==> src/rtl/cmdreg_pkg.sv <==
package cmdreg_pkg;
  localparam int DW = 16;

  localparam logic [7:0] ADR_MFR   = 8'h00;
  localparam logic [7:0] ADR_TYPE  = 8'h01;
  localparam logic [7:0] ADR_CMD   = 8'h10;
  localparam logic [7:0] ADR_PRM0  = 8'h11;
  localparam logic [7:0] ADR_SCR   = 8'h20;
  localparam logic [7:0] ADR_FIXT  = 8'h21;

  localparam logic [DW-1:0] VAL_MFR  = 16'hFEEE;
  localparam logic [DW-1:0] VAL_TYPE = 16'h57DA;
  localparam logic [DW-1:0] VAL_FIXT = 16'hABCD;

  localparam logic [DW-1:0] CODE_FULL = 16'h8401;
  localparam logic [DW-1:0] CODE_CHAN = 16'h8408;
  localparam logic [DW-1:0] CODE_PWR  = 16'h8409;
endpackage

==> src/rtl/cmd_check.sv <==
module cmd_check
  import cmdreg_pkg::*;
#(
  parameter int CHAN_MAX = 15
) (
  input  logic [DW-1:0] code_in,
  input  logic [DW-1:0] param_in,
  output logic          launch,
  output logic          refuse
);
  logic is_cmd;
  logic chan_bad;

  always_comb begin
    is_cmd   = code_in[DW-1];
    chan_bad = (code_in == CODE_CHAN) && (param_in > DW'(CHAN_MAX));
    launch   = is_cmd && !chan_bad;
    refuse   = is_cmd && chan_bad;
  end
endmodule

==> src/rtl/cmd_seq.sv <==
module cmd_seq
  import cmdreg_pkg::*;
#(
  parameter int CHAN_MAX = 15
) (
  input  logic          clk,
  input  logic          rst_n,
  input  logic          cmd_we,
  input  logic          launch,
  input  logic          refuse,
  input  logic [DW-1:0] code_in,
  input  logic [DW-1:0] param_in,
  input  logic          eng_done,
  output logic          busy,
  output logic          err,
  output logic          cmd_valid,
  output logic [DW-1:0] cmd_code,
  output logic [DW-1:0] cmd_param
);
  logic          busy_q, busy_d;
  logic          err_q, err_d;
  logic          vld_q, vld_d;
  logic [DW-1:0] code_q, code_d;
  logic [DW-1:0] prm_q, prm_d;
  logic          accept, load;

  always_comb begin
    accept = cmd_we && !busy_q;
    load   = accept && launch;
    busy_d = busy_q;
    if (busy_q && eng_done) busy_d = 1'b0;
    if (load)               busy_d = 1'b1;
    err_d = err_q;
    if (load)                  err_d = 1'b0;
    else if (accept && refuse) err_d = 1'b1;
    vld_d  = load;
    code_d = load ? code_in  : code_q;
    prm_d  = load ? param_in : prm_q;
  end

  always_ff @(posedge clk or negedge rst_n) begin
    if (!rst_n) begin
      busy_q <= 1'b0;
      err_q  <= 1'b0;
      vld_q  <= 1'b0;
      code_q <= '0;
      prm_q  <= '0;
    end else begin
      busy_q <= busy_d;
      err_q  <= err_d;
      vld_q  <= vld_d;
      code_q <= code_d;
      prm_q  <= prm_d;
    end
  end

  assign busy      = busy_q;
  assign err       = err_q;
  assign cmd_valid = vld_q;
  assign cmd_code  = code_q;
  assign cmd_param = prm_q;

  assert_valid_busy_R4: assert property (@(posedge clk) disable iff (!rst_n)
    cmd_valid |-> busy);
  assert_single_pulse_R5: assert property (@(posedge clk) disable iff (!rst_n)
    cmd_valid |=> !cmd_valid);
  assert_done_clears_R6: assert property (@(posedge clk) disable iff (!rst_n)
    (busy && eng_done) |=> !busy);
  assert_busy_holds_code_R7: assert property (@(posedge clk) disable iff (!rst_n)
    busy |=> ($stable(cmd_code) && $stable(cmd_param) && !cmd_valid));
  assert_chan_range_R8: assert property (@(posedge clk) disable iff (!rst_n)
    (cmd_valid && cmd_code == CODE_CHAN) |-> (cmd_param <= DW'(CHAN_MAX)));
  assert_refuse_no_issue_R8: assert property (@(posedge clk) disable iff (!rst_n)
    (cmd_we && !busy && refuse) |=> (!cmd_valid && err && !busy));
endmodule

==> src/rtl/cmd_hshk_regs.sv <==
module cmd_hshk_regs
  import cmdreg_pkg::*;
#(
  parameter int ADDR_W   = 8,
  parameter int N_PARAM  = 3,
  parameter int CHAN_MAX = 15
) (
  input  logic              clk,
  input  logic              rst_n,
  input  logic [ADDR_W-1:0] bus_addr,
  input  logic [DW-1:0]     bus_wdata,
  input  logic              bus_wr,
  output logic [DW-1:0]     bus_rdata,
  output logic              cmd_valid,
  output logic [DW-1:0]     cmd_code,
  output logic [DW-1:0]     cmd_param,
  input  logic              eng_done
);
  localparam int CODE_LO = DW - 2;

  logic [DW-1:0] prm_q [N_PARAM];
  logic [DW-1:0] scr_q, scr_d;
  logic          scr_we, cmd_we;
  logic          launch, refuse, busy, err;

  assign cmd_we = bus_wr && (bus_addr == ADDR_W'(ADR_CMD));
  assign scr_we = bus_wr && (bus_addr == ADDR_W'(ADR_SCR));

  for (genvar g = 0; g < N_PARAM; g++) begin : g_prm
    logic          we;
    logic [DW-1:0] nxt;
    always_comb begin
      we  = bus_wr && (bus_addr == ADDR_W'(ADR_PRM0) + ADDR_W'(g));
      nxt = we ? bus_wdata : prm_q[g];
    end
    always_ff @(posedge clk or negedge rst_n) begin
      if (!rst_n) prm_q[g] <= '0;
      else        prm_q[g] <= nxt;
    end
  end

  always_comb scr_d = scr_we ? bus_wdata : scr_q;

  always_ff @(posedge clk or negedge rst_n) begin
    if (!rst_n) scr_q <= '0;
    else        scr_q <= scr_d;
  end

  cmd_check #(.CHAN_MAX(CHAN_MAX)) i_check (
    .code_in (bus_wdata),
    .param_in(prm_q[0]),
    .launch  (launch),
    .refuse  (refuse)
  );

  cmd_seq #(.CHAN_MAX(CHAN_MAX)) i_seq (
    .clk      (clk),
    .rst_n    (rst_n),
    .cmd_we   (cmd_we),
    .launch   (launch),
    .refuse   (refuse),
    .code_in  (bus_wdata),
    .param_in (prm_q[0]),
    .eng_done (eng_done),
    .busy     (busy),
    .err      (err),
    .cmd_valid(cmd_valid),
    .cmd_code (cmd_code),
    .cmd_param(cmd_param)
  );

  always_comb begin
    bus_rdata = '0;
    if (bus_addr == ADDR_W'(ADR_MFR))       bus_rdata = VAL_MFR;
    else if (bus_addr == ADDR_W'(ADR_TYPE)) bus_rdata = VAL_TYPE;
    else if (bus_addr == ADDR_W'(ADR_FIXT)) bus_rdata = VAL_FIXT;
    else if (bus_addr == ADDR_W'(ADR_SCR))  bus_rdata = scr_q;
    else if (bus_addr == ADDR_W'(ADR_CMD))  bus_rdata = {busy, err, cmd_code[CODE_LO-1:0]};
    else begin
      for (int k = 0; k < N_PARAM; k++)
        if (bus_addr == ADDR_W'(ADR_PRM0) + ADDR_W'(k)) bus_rdata = prm_q[k];
    end
  end

  assert_issue_marked_R9: assert property (@(posedge clk) disable iff (!rst_n)
    cmd_valid |-> cmd_code[DW-1]);
  assert_issue_from_idle_R7: assert property (@(posedge clk) disable iff (!rst_n)
    cmd_valid |-> !$past(busy));
  assert_fixed_words_R2: assert property (@(posedge clk) disable iff (!rst_n)
    (bus_addr == ADDR_W'(ADR_FIXT)) |-> (bus_rdata == VAL_FIXT));
endmodule

==> config.mk <==
export PLATFORM = sky130hd
export DESIGN_NAME = cmd_hshk_regs
export DESIGN_NICKNAME = d
export VERILOG_FILES = /design/src/rtl/cmdreg_pkg.sv /design/src/rtl/cmd_check.sv /design/src/rtl/cmd_seq.sv /design/src/rtl/cmd_hshk_regs.sv
export SDC_FILE = /design/constraint.sdc
export NUM_CORES = 1
export LEC_CHECK = 0
export BUFFER_PORTS_ARGS = -buffer_cell sky130_fd_sc_hd__buf_2
export CAP_MARGIN = 20
export CORE_MARGIN = 2
export CORE_UTILIZATION = 60
export DETAILED_ROUTE_END_ITERATION = 10
export PLACE_DENSITY = 0.95
export REMOVE_ABC_BUFFERS = 1
export SYNTH_ARGS = -nofsm -noshare
export SYNTH_HDL_FRONTEND = slang
export SYNTH_HIERARCHICAL = 1
export SYNTH_SLANG_ARGS = --single-unit
==> constraint.sdc <==
create_clock -name clk -period 4.2 [get_ports clk]
set_input_delay 0.21 -clock clk [delete_from_list [all_inputs] [get_ports clk]]
set_output_delay 0.21 -clock clk [all_outputs]
set_load 0.02 [all_outputs]
# Word-level counts from Yosys, hierarchy flattened
# Cells that the tools add are included.
# totals
n_memories	0
ramBits	0
register_bits	99
mem_bits_ro	0
output_inout_bits	49
latch_bits	0
in_bits	28
# classes
div	0
shifts	0
bitwise_logic	0
n_addsub	0
n_mux	12
n_lt_le_gt_ge	1
n_eq_ne	8
multipliers	0
reduce_logical	17
# op_table
operator	n
16-bit 2-to-1 mux	8
8-bit by 5-bit equality test with 1-bit output (second input constant)	4
16-bit equality test (second input constant)	1
8-bit by 6-bit equality test with 1-bit output (second input constant)	2
16-bit by 4-bit > comparator with 1-bit output (second input constant)	1
1-bit logical AND	12
8-bit by 1-bit equality test with 1-bit output (second input constant)	1
8-bit zero test	1
1-bit 2-to-1 mux	4
2-bit nonzero test	2
1-bit zero test	2

# Logic depth before layout (Yosys ltp)
# logic_depth
depth_word	9
depth_mapped	7
depth_no_buf	5

# By module
# Netlist, hierarchy kept.
# by_module_without_submodules
module	cells_per_inst	seq_area_each_um2	area_per_inst_um2	n_inst
cmd_hshk_regs	274	1601.5	3337.0	1
cmd_seq	76	875.8	1420.1	1
cmd_check	11	0.0	100.1	1

# Worst setup path after synthesis
# OpenSTA, ideal clock, no wires.
# synth_timing
path_kind	in2out
start	input bus_addr[3]
end	output bus_rdata[5]
t_arrival_ns	1.911
path_stages	7
t_required_ns	3.990
setup_slack_ns	2.079
path_buffers	2
cell_sequence	or3_1 > buf_2 > or4_1 > buf_2 > nor2_4 > a21oi_1 > o21ai_0
# synth_via
elab_chain_cells	9
# synth_rtl
item	line	text
start, declared	cmd_hshk_regs.sv:10	input logic [ADDR_W-1:0] bus_addr,
8-bit by 5-bit equality test with 1-bit output	cmd_hshk_regs.sv:81	if (bus_addr == ADDR_W'(ADR_PRM0) + ADDR_W'(k)) bus_rdata = prm_q[k];
16-bit 2-to-1 mux (3 in a row)	cmd_hshk_regs.sv:81	
16-bit 2-to-1 mux	cmd_hshk_regs.sv:78	else if (bus_addr == ADDR_W'(ADR_CMD)) bus_rdata = {busy, err, cmd_code[CODE_LO-1:0]};
16-bit 2-to-1 mux	cmd_hshk_regs.sv:77	else if (bus_addr == ADDR_W'(ADR_SCR)) bus_rdata = scr_q;
16-bit 2-to-1 mux	cmd_hshk_regs.sv:76	else if (bus_addr == ADDR_W'(ADR_FIXT)) bus_rdata = VAL_FIXT;
16-bit 2-to-1 mux	cmd_hshk_regs.sv:75	else if (bus_addr == ADDR_W'(ADR_TYPE)) bus_rdata = VAL_TYPE;
16-bit 2-to-1 mux *	cmd_hshk_regs.sv:74	if (bus_addr == ADDR_W'(ADR_MFR)) bus_rdata = VAL_MFR;
end, declared	cmd_hshk_regs.sv:13	output logic [DW-1:0] bus_rdata,
# Every way passes the cells marked *; elsewhere a longest branch is shown, timed or not.

# Worst setup path after layout
# layout_timing
start	input bus_addr[1]
end	output bus_rdata[13]
# The elaborated chain is that of the path after synthesis.

==> metrics.txt <==
# TYPE chip_impl_metric gauge
chip_impl_metric{name="first_global_vias",unit=""} 3555
chip_impl_metric{name="max_slew_margin",unit="%"} 26.5
chip_impl_metric{name="largest_clock_skew_in_the_final_design",unit="ps"} 8.48
chip_impl_metric{name="finish.utilization",unit="%"} 69.8
chip_impl_metric{name="vdd.ir_drop.worst",unit="mV"} 0.228
chip_impl_metric{name="chipWidth",unit="um"} 94.0
chip_impl_info{name="most_frequent_standard_cell_in_the_layout_excluding_fill_and_tap_cells",value="sky130_fd_sc_hd__dfrtp_1"} 1
chip_impl_info{name="critPathCaptureType",value="output port"} 1
chip_impl_metric{name="worst_hold_path.num_cells",unit=""} 2
chip_impl_metric{name="synth.avg_cell_area",unit="um2"} 13.5
chip_impl_metric{name="fin_crit_sh",unit="%"} 71.9
chip_impl_metric{name="gr-usage-all-layers",unit="%"} 27.2
chip_impl_metric{name="syn-cell-area",unit="um2"} 4860
chip_impl_metric{name="final-max-slew-violation-count",unit=""} 0
chip_impl_metric{name="final_net_count",unit=""} 457
chip_impl_metric{name="place_hpwl",unit="um"} 7600
chip_impl_metric{name="drt_first_iter_violations",unit=""} 215
chip_impl_metric{name="io_pins",unit=""} 77
chip_impl_metric{name="antenna_found_initial",unit=""} 0
chip_impl_metric{name="grt_max_degree",unit=""} 68
chip_impl_metric{name="synth.distinct_cells",unit=""} 46
chip_impl_metric{name="drc_errors",unit=""} 0
chip_impl_metric{name="clk_transition_reported_paths",unit="ps"} 90
chip_impl_metric{name="cts_num_sinks",unit=""} 99
chip_impl_metric{name="worst_ep_arrival_time",unit="ps"} 2810
chip_impl_metric{name="cts-htree-levels",unit=""} 3
chip_impl_info{name="hp-class",value="primary input to flop"} 1
chip_impl_metric{name="max-cap-violations",unit=""} 0
chip_impl_metric{name="clk-insertion-delay-late",unit="ps"} 370
chip_impl_metric{name="antenna_nets_post_route",unit=""} 0
chip_impl_metric{name="synth-warning-count",unit=""} 6
chip_impl_metric{name="wl_per_cell",unit="um"} 21.6
chip_impl_metric{name="grt_pass1_wl",unit="um"} 18300
chip_impl_metric{name="synth-async-reset-ratio",unit="%"} 100
chip_impl_metric{name="reg2regPathDepth",unit=""} 5
chip_impl_metric{name="via_per_inst",unit=""} 6.39
chip_impl_metric{name="layout-area-overhead-vs-synth",unit="%"} 11.6
chip_impl_info{name="worst_setup_path_start_kind",value="primary input"} 1
chip_impl_metric{name="cts_inserted_buffers",unit=""} 9
chip_impl_metric{name="numPortBuffers",unit=""} 76
chip_impl_metric{name="report.final.hold_viol_count",unit=""} 0
chip_impl_metric{name="max_clock_freq",unit="MHz"} 331
chip_impl_info{name="cts.root.buffer_cell",value="sky130_fd_sc_hd__clkbuf_8"} 1
chip_impl_info{name="crit_end",value="bus_rdata[13]"} 1
chip_impl_metric{name="seq_area_frac_synth",unit="%"} 51.0
chip_impl_metric{name="number_of_flops_mapped_to_enable_cells_by_yosys",unit=""} 0
chip_impl_info{name="critical_path.reg2reg.startpoint",value="prm_q[38]"} 1
chip_impl_metric{name="layout_min_cycle_time",unit="ps"} 3020
chip_impl_metric{name="die_h",unit="um"} 94.0
chip_impl_metric{name="core_region_area",unit="um2"} 7770
chip_impl_metric{name="worst-endpoint-required",unit="ps"} 3990
chip_impl_info{name="critical_path_class",value="primary input to output port"} 1
chip_impl_metric{name="post_cts.repair.setup_buffers",unit=""} 0
chip_impl_info{name="most-common-layout-cells",value="sky130_fd_sc_hd__dfrtp_1, sky130_fd_sc_hd__buf_2, sky130_fd_sc_hd__mux2_2"} 1
chip_impl_info{name="startpoint",value="bus_addr[1]"} 1
chip_impl_info{name="grt_setup_unrepaired",value="no"} 1
chip_impl_metric{name="r2r_slack",unit="ps"} 1710
chip_impl_info{name="synth_ff_type",value="sky130_fd_sc_hd__dfrtp_1"} 1
chip_impl_metric{name="synth-seq-cells",unit=""} 99
chip_impl_info{name="status",value="finished, final reports clean"} 1
chip_impl_metric{name="cellPowerDensity",unit="nW/um2"} 322
chip_impl_metric{name="floorplan.die_area",unit="um2"} 8830
chip_impl_metric{name="detailedRoute.firstPassIterationCount",unit=""} 5
chip_impl_metric{name="drive_gt1_share",unit="%"} 47.7
chip_impl_metric{name="grt_remaining_overflow",unit=""} 0
chip_impl_metric{name="setup_violations",unit=""} 0
chip_impl_metric{name="num_rows",unit=""} 32
chip_impl_metric{name="route.final.wire_length",unit="um"} 11600
chip_impl_metric{name="num_vias",unit=""} 3426
chip_impl_metric{name="initial_utilization",unit="%"} 62.5
chip_impl_info{name="cts_tree",value="yes"} 1
chip_impl_info{name="timing.rr.end",value="i_seq/cmd_code[14]"} 1
chip_impl_metric{name="leakage",unit="nW"} 2.93
chip_impl_metric{name="routabilityCongestion",unit=""} 0.852
chip_impl_metric{name="ctsLongestPathBuffers",unit=""} 2
chip_impl_metric{name="synthCells",unit=""} 361
chip_impl_metric{name="fin_tns_setup",unit="ps"} 0
chip_impl_metric{name="tightest_slew",unit="ps"} 1090
chip_impl_metric{name="critical_path.max_fanout",unit=""} 20
chip_impl_metric{name="insertedDiodeCount",unit=""} 0
-- cell type report --
type,count,area (um2)
fill,564,2350
tap,102,128
multi-input combinational,237,2220
timing repair buffer,78,400
clock buffer,10,138
clock inverter,6,40.0
sequential,99,2480
inverter,4,15.0
-- logic make-up after synthesis --
kind of cell | Yosys count | share of synthesized area, %
multiplexers | 102 | 27.3
AND/OR/NAND/NOR | 55 | 7.86
AO/OA/AOI/OAI | 80 | 10.6
buffers and inverters | 25 | 3.25
flip-flops | 99 | 51.0
-- repair_timing --
item | in CTS | in global routing
endpoints found under the hold margin | 66 | 0
gates resized for setup | 0 | 0
hold buffers | 1 | 0
-- state kept, by name, indices dropped and copies added, names as in the netlist --
name	cells
prm_q	48
i_seq/cmd_code	16
i_seq/cmd_param	16
scr_q	16
i_seq/busy	1
i_seq/cmd_valid	1
i_seq/err	1
-- synth_stat cells (2+ instances only) --
cell type,count,area (um2)
sky130_fd_sc_hd__o22ai_1,12,75.1
sky130_fd_sc_hd__nor2_1,12,45.0
sky130_fd_sc_hd__a21o_1,14,105
sky130_fd_sc_hd__nand2_2,2,12.5
sky130_fd_sc_hd__or3_1,2,12.5
sky130_fd_sc_hd__a21oi_1,18,90.1
sky130_fd_sc_hd__o21a_1,2,15.0
sky130_fd_sc_hd__inv_1,3,11.3
sky130_fd_sc_hd__o221ai_1,5,43.8
sky130_fd_sc_hd__mux2_4,47,706
sky130_fd_sc_hd__nor4b_2,4,60.1
sky130_fd_sc_hd__nor3_1,9,45.0
sky130_fd_sc_hd__a22o_1,5,43.8
sky130_fd_sc_hd__mux2_2,54,608
sky130_fd_sc_hd__nor4_1,4,25.0
sky130_fd_sc_hd__buf_6,7,78.8
sky130_fd_sc_hd__nand2_1,5,18.8
sky130_fd_sc_hd__buf_2,6,30.0
sky130_fd_sc_hd__a22oi_1,5,37.5
sky130_fd_sc_hd__clkbuf_1,6,22.5
sky130_fd_sc_hd__nor2b_1,2,12.5
sky130_fd_sc_hd__dfrtp_1,99,2480
sky130_fd_sc_hd__o21ai_0,15,75.1
-- layer usage --
metal | vias up | routed length, um | global-route usage (%)
met5 | - | 0 | 0
met4 | 0 | 208 | 9.54
met3 | 24 | 932 | 6.58
met2 | 178 | 5480 | 42.6
met1 | 1746 | 4960 | 37.4
li1 | 1478 | - | -
-- report_power, final --
part	switching [mW]	leakage, nW	internal (mW)	total (mW)
clock	0.335	0.0924	0.232	0.567
combinational	0.0993	1.47	0.0692	0.168
sequential	0.0254	1.37	0.986	1.01
-- metrics by stage --
stage | worst slack [ps] | hold WS (ps) | instance area, um2 | instances | total power [mW]
3_5_place_dp | 1350 | 363 | 5230 | 519 | 1.19
3_3_place_gp | 1410 | 343 | 5230 | 519 | 1.18
2_1_floorplan | 2060 | -85.6 | 4710 | 340 | 1.11
4_1_cts | 1340 | 19.1 | 5420 | 536 | 1.75
5_1_grt | 1100 | 25.7 | 5420 | 536 | 1.81
6_report | 1180 | 38.0 | 5420 | 536 | 1.75
-- worst max-delay path, stage by stage --
cell and delay [ps]:
sky130_fd_sc_hd__buf_2 260, sky130_fd_sc_hd__or3_1 500, sky130_fd_sc_hd__nor4_1 860, sky130_fd_sc_hd__o21ai_1 460, sky130_fd_sc_hd__o22ai_1 300, sky130_fd_sc_hd__buf_2 210
-- worst min path at each step --
stage,start,end,slack (ps)
final,eng_done,i_seq/busy,40
after global routing,eng_done,i_seq/busy,30
after CTS,eng_done,i_seq/busy,20
after detailed placement,rst_n,i_seq/cmd_param[1],360
after global placement,rst_n,i_seq/cmd_valid,340
after floorplan,rst_n,i_seq/busy,-90
Note: power is estimated with default switching activity, not from simulation.
